[src/rtl/qnt_pkg.sv]
package qnt_pkg;

  // Mode select codes, fixed by the block's external contract.
  typedef enum logic [1:0] {
    RND_FLOOR     = 2'b00,
    RND_CEIL      = 2'b01,
    RND_HALF_UP   = 2'b10,
    RND_HALF_EVEN = 2'b11
  } rnd_mode_e;

  function automatic int imax(input int a, input int b);
    return (a > b) ? a : b;
  endfunction

endpackage

[src/rtl/qnt_rnd_decide.sv]
// Decides whether the kept part receives one output LSB.
module qnt_rnd_decide
  import qnt_pkg::*;
(
  input  rnd_mode_e mode,
  input  logic      kept_lsb,
  input  logic      guard,     // most significant dropped bit
  input  logic      sticky,    // OR of the remaining dropped bits
  output logic      inc
);

  always_comb begin
    unique case (mode)
      RND_FLOOR:     inc = 1'b0;
      RND_CEIL:      inc = guard | sticky;
      RND_HALF_UP:   inc = guard;
      RND_HALF_EVEN: inc = guard & (sticky | kept_lsb);
      default:       inc = 1'b0;
    endcase
  end

endmodule

[src/rtl/qnt_align.sv]
// Moves the input to output-LSB units: rounds off dropped bits or pads zeros.
module qnt_align
  import qnt_pkg::*;
#(
  parameter bit SIGNED_DATA = 1'b1,
  parameter int IN_W        = 10,
  parameter int IN_FRAC     = 6,
  parameter int OUT_FRAC    = 2,
  parameter int VW          = 7
) (
  input  logic [IN_W-1:0] din,
  input  rnd_mode_e       mode,
  output logic [VW-1:0]   val
);

  localparam int DROP = (IN_FRAC > OUT_FRAC) ? IN_FRAC - OUT_FRAC : 0;
  localparam int PAD  = (OUT_FRAC > IN_FRAC) ? OUT_FRAC - IN_FRAC : 0;

  if (DROP > 0) begin : g_drop
    localparam int KW = IN_W - DROP;
    logic [KW-1:0] kept;
    logic          guard;
    logic          sticky;
    logic          inc;
    logic          ext_bit;

    assign kept  = din[IN_W-1:DROP];
    assign guard = din[DROP-1];

    if (DROP > 1) begin : g_sticky
      assign sticky = |din[DROP-2:0];
    end else begin : g_nosticky
      assign sticky = 1'b0;
    end

    qnt_rnd_decide u_decide (
      .mode     (mode),
      .kept_lsb (kept[0]),
      .guard    (guard),
      .sticky   (sticky),
      .inc      (inc)
    );

    // One guard bit above the kept field absorbs the carry of the increment.
    assign ext_bit = SIGNED_DATA ? kept[KW-1] : 1'b0;
    assign val     = {ext_bit, kept} + {{KW{1'b0}}, inc};
  end else begin : g_pad
    logic unused_mode;
    assign unused_mode = ^mode;
    if (PAD > 0) begin : g_zeros
      assign val = {din, {PAD{1'b0}}};
    end else begin : g_same
      assign val = din;
    end
  end

endmodule

[src/rtl/qnt_clamp.sv]
// Fits a value in output-LSB units into the output word, clamping on overflow.
module qnt_clamp
  import qnt_pkg::*;
#(
  parameter bit SIGNED_DATA = 1'b1,
  parameter int VW          = 7,
  parameter int OW          = 5
) (
  input  logic [VW-1:0] val,
  output logic [OW-1:0] q,
  output logic          ovf
);

  localparam int CW = imax(VW, OW) + 1;
  localparam logic [CW-1:0] ONE  = CW'(1);
  localparam logic [CW-1:0] MAXC = SIGNED_DATA ? ((ONE << (OW - 1)) - ONE)
                                               : ((ONE << OW) - ONE);
  localparam logic [CW-1:0] MINC = SIGNED_DATA ? (~(ONE << (OW - 1)) + ONE)
                                               : '0;

  logic [CW-1:0] ext;
  logic          above;
  logic          below;

  assign ext = SIGNED_DATA ? {{(CW-VW){val[VW-1]}}, val}
                           : {{(CW-VW){1'b0}}, val};

  assign above = $signed(ext) > $signed(MAXC);
  assign below = $signed(ext) < $signed(MINC);

  always_comb begin
    if (above)      q = MAXC[OW-1:0];
    else if (below) q = MINC[OW-1:0];
    else            q = ext[OW-1:0];
  end

  assign ovf = above | below;

endmodule

[src/rtl/qnt_rounder.sv]
// Rounding quantizer top: align/round, clamp, one register stage.
module qnt_rounder
  import qnt_pkg::*;
#(
  parameter bit SIGNED_DATA = 1'b1,
  parameter int IN_INT      = 4,
  parameter int IN_FRAC     = 6,
  parameter int OUT_INT     = 3,
  parameter int OUT_FRAC    = 2
) (
  input  logic                        clk,
  input  logic                        rst_n,
  input  logic                        in_valid,
  input  logic [1:0]                  in_mode,
  input  logic [IN_INT+IN_FRAC-1:0]   in_data,
  output logic                        out_valid,
  output logic [OUT_INT+OUT_FRAC-1:0] out_data,
  output logic                        out_ovf
);

  localparam int IN_W  = IN_INT + IN_FRAC;
  localparam int OUT_W = OUT_INT + OUT_FRAC;
  localparam int DROP  = (IN_FRAC > OUT_FRAC) ? IN_FRAC - OUT_FRAC : 0;
  localparam int PAD   = (OUT_FRAC > IN_FRAC) ? OUT_FRAC - IN_FRAC : 0;
  localparam int VW    = (DROP > 0) ? IN_W - DROP + 1 : IN_W + PAD;

  rnd_mode_e        mode_s;
  logic [VW-1:0]    aligned;
  logic [OUT_W-1:0] clamped;
  logic             sat;

  logic             valid_d, valid_q;
  logic             ovf_d,   ovf_q;
  logic [OUT_W-1:0] data_d,  data_q;

  assign mode_s = rnd_mode_e'(in_mode);

  qnt_align #(
    .SIGNED_DATA (SIGNED_DATA),
    .IN_W        (IN_W),
    .IN_FRAC     (IN_FRAC),
    .OUT_FRAC    (OUT_FRAC),
    .VW          (VW)
  ) u_align (
    .din  (in_data),
    .mode (mode_s),
    .val  (aligned)
  );

  qnt_clamp #(
    .SIGNED_DATA (SIGNED_DATA),
    .VW          (VW),
    .OW          (OUT_W)
  ) u_clamp (
    .val (aligned),
    .q   (clamped),
    .ovf (sat)
  );

  // Next-state logic
  always_comb begin
    valid_d = in_valid;
    ovf_d   = in_valid & sat;
    data_d  = in_valid ? clamped : data_q;
  end

  // Control registers: asynchronous active-low reset
  always_ff @(posedge clk or negedge rst_n) begin
    if (!rst_n) begin
      valid_q <= 1'b0;
      ovf_q   <= 1'b0;
    end else begin
      valid_q <= valid_d;
      ovf_q   <= ovf_d;
    end
  end

  // Datapath register: no reset, loads only with a valid sample
  always_ff @(posedge clk) begin
    data_q <= data_d;
  end

  assign out_valid = valid_q;
  assign out_ovf   = ovf_q;
  assign out_data  = data_q;

endmodule

[config.mk]
export PLATFORM = sky130hd
export DESIGN_NAME = qnt_rounder
export DESIGN_NICKNAME = d
export VERILOG_FILES = /design/src/rtl/qnt_pkg.sv /design/src/rtl/qnt_rnd_decide.sv /design/src/rtl/qnt_align.sv /design/src/rtl/qnt_clamp.sv /design/src/rtl/qnt_rounder.sv
export SDC_FILE = /design/constraint.sdc
export NUM_CORES = 1
export LEC_CHECK = 0
export BUFFER_PORTS_ARGS = -buffer_cell sky130_fd_sc_hd__buf_2
export CELL_PAD_IN_SITES_DETAIL_PLACEMENT = 0
export CELL_PAD_IN_SITES_GLOBAL_PLACEMENT = 1
export CORE_MARGIN = 1.5
export CORE_UTILIZATION = 33
export DETAILED_ROUTE_END_ITERATION = 8
export PLACE_DENSITY_LB_ADDON = 0.1
export SLEW_MARGIN = 20
export SYNTH_ARGS = -nofsm -noshare
export SYNTH_HDL_FRONTEND = slang
export SYNTH_HIERARCHICAL = 1
export SYNTH_SLANG_ARGS = --single-unit
[constraint.sdc]
create_clock -name clk -period 0.91 [get_ports clk]
set_input_delay 0.182 -clock clk [delete_from_list [all_inputs] [get_ports clk]]
set_output_delay 0.182 -clock clk [all_outputs]
set_load 0.02 [all_outputs]
Word-level counts from Yosys, hierarchy flattened. Cells that the tools add are included.

Bits in registers: 7. Logic and storage cells: 18. Output and inout bits: 7. Input bits: 15.

Reductions and logical operators: 2. $add $sub $neg: 1. Mux-type cells: 2. $lt $le $gt $ge: 2. Bitwise logic cells: 5. Equal/unequal tests: 3.

Operators with widths (count): adder 6 x 2 -> 7 bit (1); > comparator 7 x 5 -> 1 bit, second input constant (1); < comparator 7 x 5 -> 1 bit, second input constant (1); 2-to-1 mux 5 bit (1); equality test 2 bit, second input constant (2); one-hot mux 1 bit (4 select lines) (1); OR 1 bit (3); OR reduction 3 bit (1); AND 1 bit (2); equality test 2 x 1 -> 1 bit, second input constant (1); zero test 2 bit (1).

Depth between registers and ports, before layout.
Word-level depth: 8. Depth in mapped cells: 11. Mapped depth without buffers: 10.

Hierarchy. Netlist, hierarchy kept.

Modules (own cells, without submodules): qnt_rounder (seq. area each 200.2 um^2, area each 206.4 um^2, instances 1, cells an instance 8); qnt_clamp (seq. area each 0.0 um^2, area each 111.4 um^2, instances 1, cells an instance 19); qnt_align (seq. area each 0.0 um^2, area each 98.8 um^2, instances 1, cells an instance 13); qnt_rnd_decide (seq. area each 0.0 um^2, area each 40.0 um^2, instances 1, cells an instance 5).

Worst setup path before layout. OpenSTA, ideal clock, no wires.

Kind: input-to-reg. Start: input in_data[1]. End: register data_q[0] (netlist: out_data[0]), data pin. Setup slack: -1.197 ns. Library setup time: 0.260 ns. Buffers on the path: 1. Data required time: 0.650 ns. Arrival: 1.846 ns. Cell stages on the path: 10. Path through: or3_1 -> and4bb_1 -> nor4_2 -> ha_1 -> ha_1 -> nand3_1 -> o21a_1 -> buf_6 -> a21boi_1 -> o22ai_1.

Word-level cells in the longest chain between the ends: 7. Elaborated cells between the ends (all ways): 9. Those cells by class: 1 x add/sub; 2 x order compare; 2 x mux; 3 x bitwise; 1 x reduce/logical.

RTL lines: start, declared (RTL line qnt_rounder.sv:15) `input logic [IN_INT+IN_FRAC-1:0] in_data,`; OR reduction 3 bit (*) (RTL line qnt_align.sv:31) `assign sticky = |din[DROP-2:0];`; OR 1 bit (RTL line qnt_rnd_decide.sv:17) `RND_HALF_EVEN: inc = guard & (sticky | kept_lsb);`; AND 1 bit (RTL line qnt_rnd_decide.sv:17); one-hot mux 1 bit (4 select lines) (*) (RTL line qnt_rnd_decide.sv:13) `unique case (mode)`; net u_align.g_drop.inc (RTL line qnt_align.sv:24) `logic inc;`; adder 6 x 2 -> 7 bit (*) (RTL line qnt_align.sv:46) `assign val = {ext_bit, kept} + {{KW{1'b0}}, inc};`; net aligned[6] (RTL line qnt_rounder.sv:28) `logic [VW-1:0] aligned;`; < comparator 7 x 5 -> 1 bit (RTL line qnt_clamp.sv:29) `assign below = $signed(ext) < $signed(MINC);`; 2-to-1 mux 5 bit (RTL line qnt_clamp.sv:33) `else if (below) q = MINC[OW-1:0];`; end signal, assigned (RTL line qnt_rounder.sv:80) `data_q <= data_d;`; end, declared (RTL line qnt_rounder.sv:34) `logic [OUT_W-1:0] data_d, data_q;`.

Mark *: on every way through the listed nets, which the timed path passes. The rest lies on a longest branch. A chain may end at the register's enable or synchronous reset.

Worst setup path in the final report.
Start: input in_data[1]. End: register ovf_q (netlist: out_ovf).

Word-level cells in the longest chain between the ends: 8. Elaborated cells between the ends (all ways): 10. Those cells by class: 1 x add/sub; 2 x order compare; 1 x mux; 5 x bitwise; 1 x reduce/logical.

RTL lines: OR reduction 3 bit (*) (RTL line qnt_align.sv:31); net u_align.g_drop.sticky (RTL line qnt_align.sv:23) `logic sticky;`; OR 1 bit (RTL line qnt_rnd_decide.sv:17); AND 1 bit (RTL line qnt_rnd_decide.sv:17); one-hot mux 1 bit (4 select lines) (*) (RTL line qnt_rnd_decide.sv:13); net u_align.g_drop.inc (RTL line qnt_align.sv:24); adder 6 x 2 -> 7 bit (*) (RTL line qnt_align.sv:46); net aligned[5] (RTL line qnt_rounder.sv:28); > comparator 7 x 5 -> 1 bit / < comparator 7 x 5 -> 1 bit (equally long branches) (RTL line qnt_clamp.sv:28, qnt_clamp.sv:29); OR 1 bit (*) (RTL line qnt_clamp.sv:37) `assign ovf = above | below;`; net sat (RTL line qnt_rounder.sv:30) `logic sat;`; AND 1 bit (*) (RTL line qnt_rounder.sv:63) `ovf_d = in_valid & sat;`; net ovf_d (RTL line qnt_rounder.sv:33) `logic ovf_d, ovf_q;`; end signal, assigned (RTL line qnt_rounder.sv:74) `ovf_q <= ovf_d;`; end, declared (RTL line qnt_rounder.sv:33).

Marked as above.

==> impl_metrics.py <==
metrics = {
    "sta": {
        "final_total_negative_setup_slack_ps": -5530,
        "holdWs_ps": 145,
        "rsz_0062_raised_after_global_routing": "true",
        "tightest_slew_ps": 255,
        "timing.fmax_mhz": 532,
        "hold_viol": 0,
        "fin_crit_ps": 1880,
        "setup_viol": 13,
        "finalMaxSlewViolations": 0,
        "setup_slack_ps": -968,
        "finalCritPeriodShare_pct": 206,
        "worst_slew_margin_pct": 82.8,
    },
    "placement": {
        "place_worst_setup_slack_ps": -1280,
        "finalWeightedCongestion": 0.649,
        "placement.cell_area_sq_um": 643,
        "place_hpwl_um": 726,
        "place.port_buffers": 21,
    },
    "hold_path": {
        "worstHoldStart": "in_valid",
        "worst_hold_path.num_cells": 1,
        "min_path_type": "in -> reg",
        "hold_end": "out_valid",
    },
    "detailed_routing": {
        "remaining_drc_errors": 0,
        "first_iter_violations": 5,
        "route.vias.total": 441,
        "routed_wirelength_um": 1020,
        "wire_per_inst_um": 11.1,
        "detailedRoute.firstPassIterationCount": 4,
        "drt.antenna.violating_nets": 0,
        "avgViaCountPerCell": 4.79,
    },
    "finish": {
        "layout-drive-gt1-share_pct": 66.2,
        "area.growth.synth_to_final_pct": 83.8,
        "diodes": 0,
        "finalNetCount": 95,
        "final_cell_area_sq_um": 840,
    },
    "critical_path": {
        "critical_path.cell_chain": "buf_6 -> or3_4 -> and4bb_1 -> nor4_2 -> ha_2 -> and3_4 -> nand3_4 -> xnor2_4 -> buf_6 -> and3_4 -> nor2_2 -> and2_1",
        "cp_top_family": "simple AND/OR/NAND/NOR gates",
        "crit_fanout": 5,
        "worst_path_largest_cell_delay_ps": 370,
        "critPathRequiredTime_ps": 1040,
        "cp-start-kind": "primary input",
        "setup.worst_path.class": "in -> reg",
        "path_buf_inv": 2,
        "critical_path.endpoint_type": "flop",
        "crit_slowest_cell": "or3_4",
        "worst_endpoint_data_arrival_time_ps": 2010,
    },
    "clocking": {
        "cts_inserted_buffers": 3,
        "cts_num_sinks": 7,
        "post_cts.repair.setup_buffers": 0,
        "cts_root_buf": "clkbuf_4",
        "ctsLongestPathBuffers": 2,
        "htreeDepth": 1,
        "clk_pin_slew_worst_paths_ps": 50,
        "tritoncts": "built",
    },
    "grt": {
        "first_global_vias": 408,
        "grt.total_usage_pct": 14.4,
        "gr-usage-met2_pct": 27.4,
        "met1_usage_pct": 14.3,
        "grt_first_pass_wirelength_um": 1540,
        "total_gr_overflow": 0,
        "grt-busiest-layer": "met2",
        "grt_max_degree": 8,
        "grt_util_met3_pct": 1.67,
        "initial_antenna_violation_count": 0,
    },
    "synthesis": {
        "syn_area_per_cell_sq_um": 10.1,
        "ys_warn_count": 6,
        "yosysSeqAreaShare_pct": 43.8,
        "synth_area_sq_um": 457,
        "synth.net_count": 62,
        "yosys_register_bits": 7,
        "postSynthCellCount": 45,
        "post_synth_num_cell_types": 21,
    },
    "floorplanning": {
        "dieHeight_um": 40.2,
        "die_area_sq_um": 1620,
        "initial_utilization_pct": 35.1,
        "core.rowCount": 13,
        "design.core.area_sq_um": 1300,
        "ioPinCount": 22,
        "chipWidth_um": 40.2,
    },
    "status": {
        "violations": "negative setup slack",
        "outcome": "finished, violations left",
    },
    "run": {
        "max_cap_viol_count": 0,
    },
    "pwr": {
        "power.leakage_uw": 0.000361,
        "worst_case_vdd_ir_drop_mv": 0.447,
        "power_density_nw_per_um2": 1200,
    },
}
-- layout make-up --
| class | instances | area [sq um] |
|---|---|---|
| clock buffers | 4 | 26.3 |
| inverters | 2 | 7.51 |
| flip-flops and latches | 7 | 200 |
| well taps | 15 | 18.8 |
| multi-input cells | 33 | 345 |
| fillers | 117 | 462 |
| repair buffers | 31 | 241 |
-- report_power, final --
part           internal (uW)  switching [uW]
registers                379            10.8
clock network            167             107
logic                    185             159
total                    730             277
-- sequential cells by signal (all words and copies together), names as in the netlist --
| name | flops |
|---|---|
| out_data | 5 |
| out_ovf | 1 |
| out_valid | 1 |
-- what timing repair did --
action | in CTS | in global routing
hold buffers | 1 | 0
pin swaps | 7 | 14
resized for setup | 15 | 17
hold endpoints to repair | 2 | 0
gates cloned | 1 | 0
setup endpoints to repair | 13 | 13
-- through the flow --
step,util [%],instances,total power (uW)
final,64.5,92,1010
after global routing,64.5,92,1070
after CTS,57.8,92,961
after detailed placement,49.4,86,648
after global placement,49.4,86,644
after floorplan,-,45,546
-- placed cells by master, fill, tap and decap left out, types with 2 or more instances in the layout --
master and n:
nand3_4 2, dfrtp_1 2, buf_4 5, inv_1 2
edfxtp_1 5, buf_6 11, nor2_1 6, o22ai_1 4
clkbuf_4 3, a21boi_2 4, and3_4 2, buf_2 14
-- metal layers --
| layer | vias to the layer above | share of wire [%] |
|---|---|---|
| met5 | - | 0 |
| met2 | 20 | 57 |
| met3 | 0 | 6.9 |
| li1 | 226 | - |
| met1 | 195 | 36 |
| met4 | 0 | 0 |
-- worst max-delay path by stage --
stage,startpoint,to,slack [ps],cells past startpoint
after floorplan,in_data[1],out_data[3],-1100,10
after global placement,in_data[1],out_ovf,-1280,12
after detailed placement,in_data[1],out_ovf,-1280,12
after CTS,in_data[2],out_data[2],-960,10
after global routing,in_data[1],out_ovf,-1020,12
final,in_data[1],out_ovf,-970,12
-- cell usage after synthesis --
master | n | area (sq um)
buf_6 | 1 | 11.3
dfrtp_1 | 2 | 50.1
and4bb_1 | 1 | 12.5
inv_1 | 2 | 7.51
clkbuf_1 | 1 | 3.75
edfxtp_1 | 5 | 150
nor3_1 | 1 | 5.00
and2_1 | 1 | 6.26
xnor2_1 | 3 | 26.3
or3_1 | 1 | 6.26
nor2_1 | 7 | 26.3
and2b_1 | 1 | 7.51
o22ai_1 | 4 | 25.0
nand3_1 | 3 | 15.0
buf_4 | 1 | 7.51
nor4_2 | 1 | 12.5
and3_1 | 2 | 12.5
xor2_1 | 1 | 8.76
o21a_1 | 1 | 7.51
ha_1 | 2 | 25.0
a21boi_1 | 4 | 30.0
-- kinds of logic after synthesis --
family / Yosys count / share of synthesized area (%)
AO/OA/AOI/OAI: 9 / 13.7
XOR/XNOR: 4 / 7.67
adder cells (fa/ha/maj): 2 / 5.48
buffers and inverters: 5 / 6.58
flip-flops: 7 / 43.8
AND/OR/NAND/NOR: 18 / 22.7
Power figures use the tool's default switching activity.
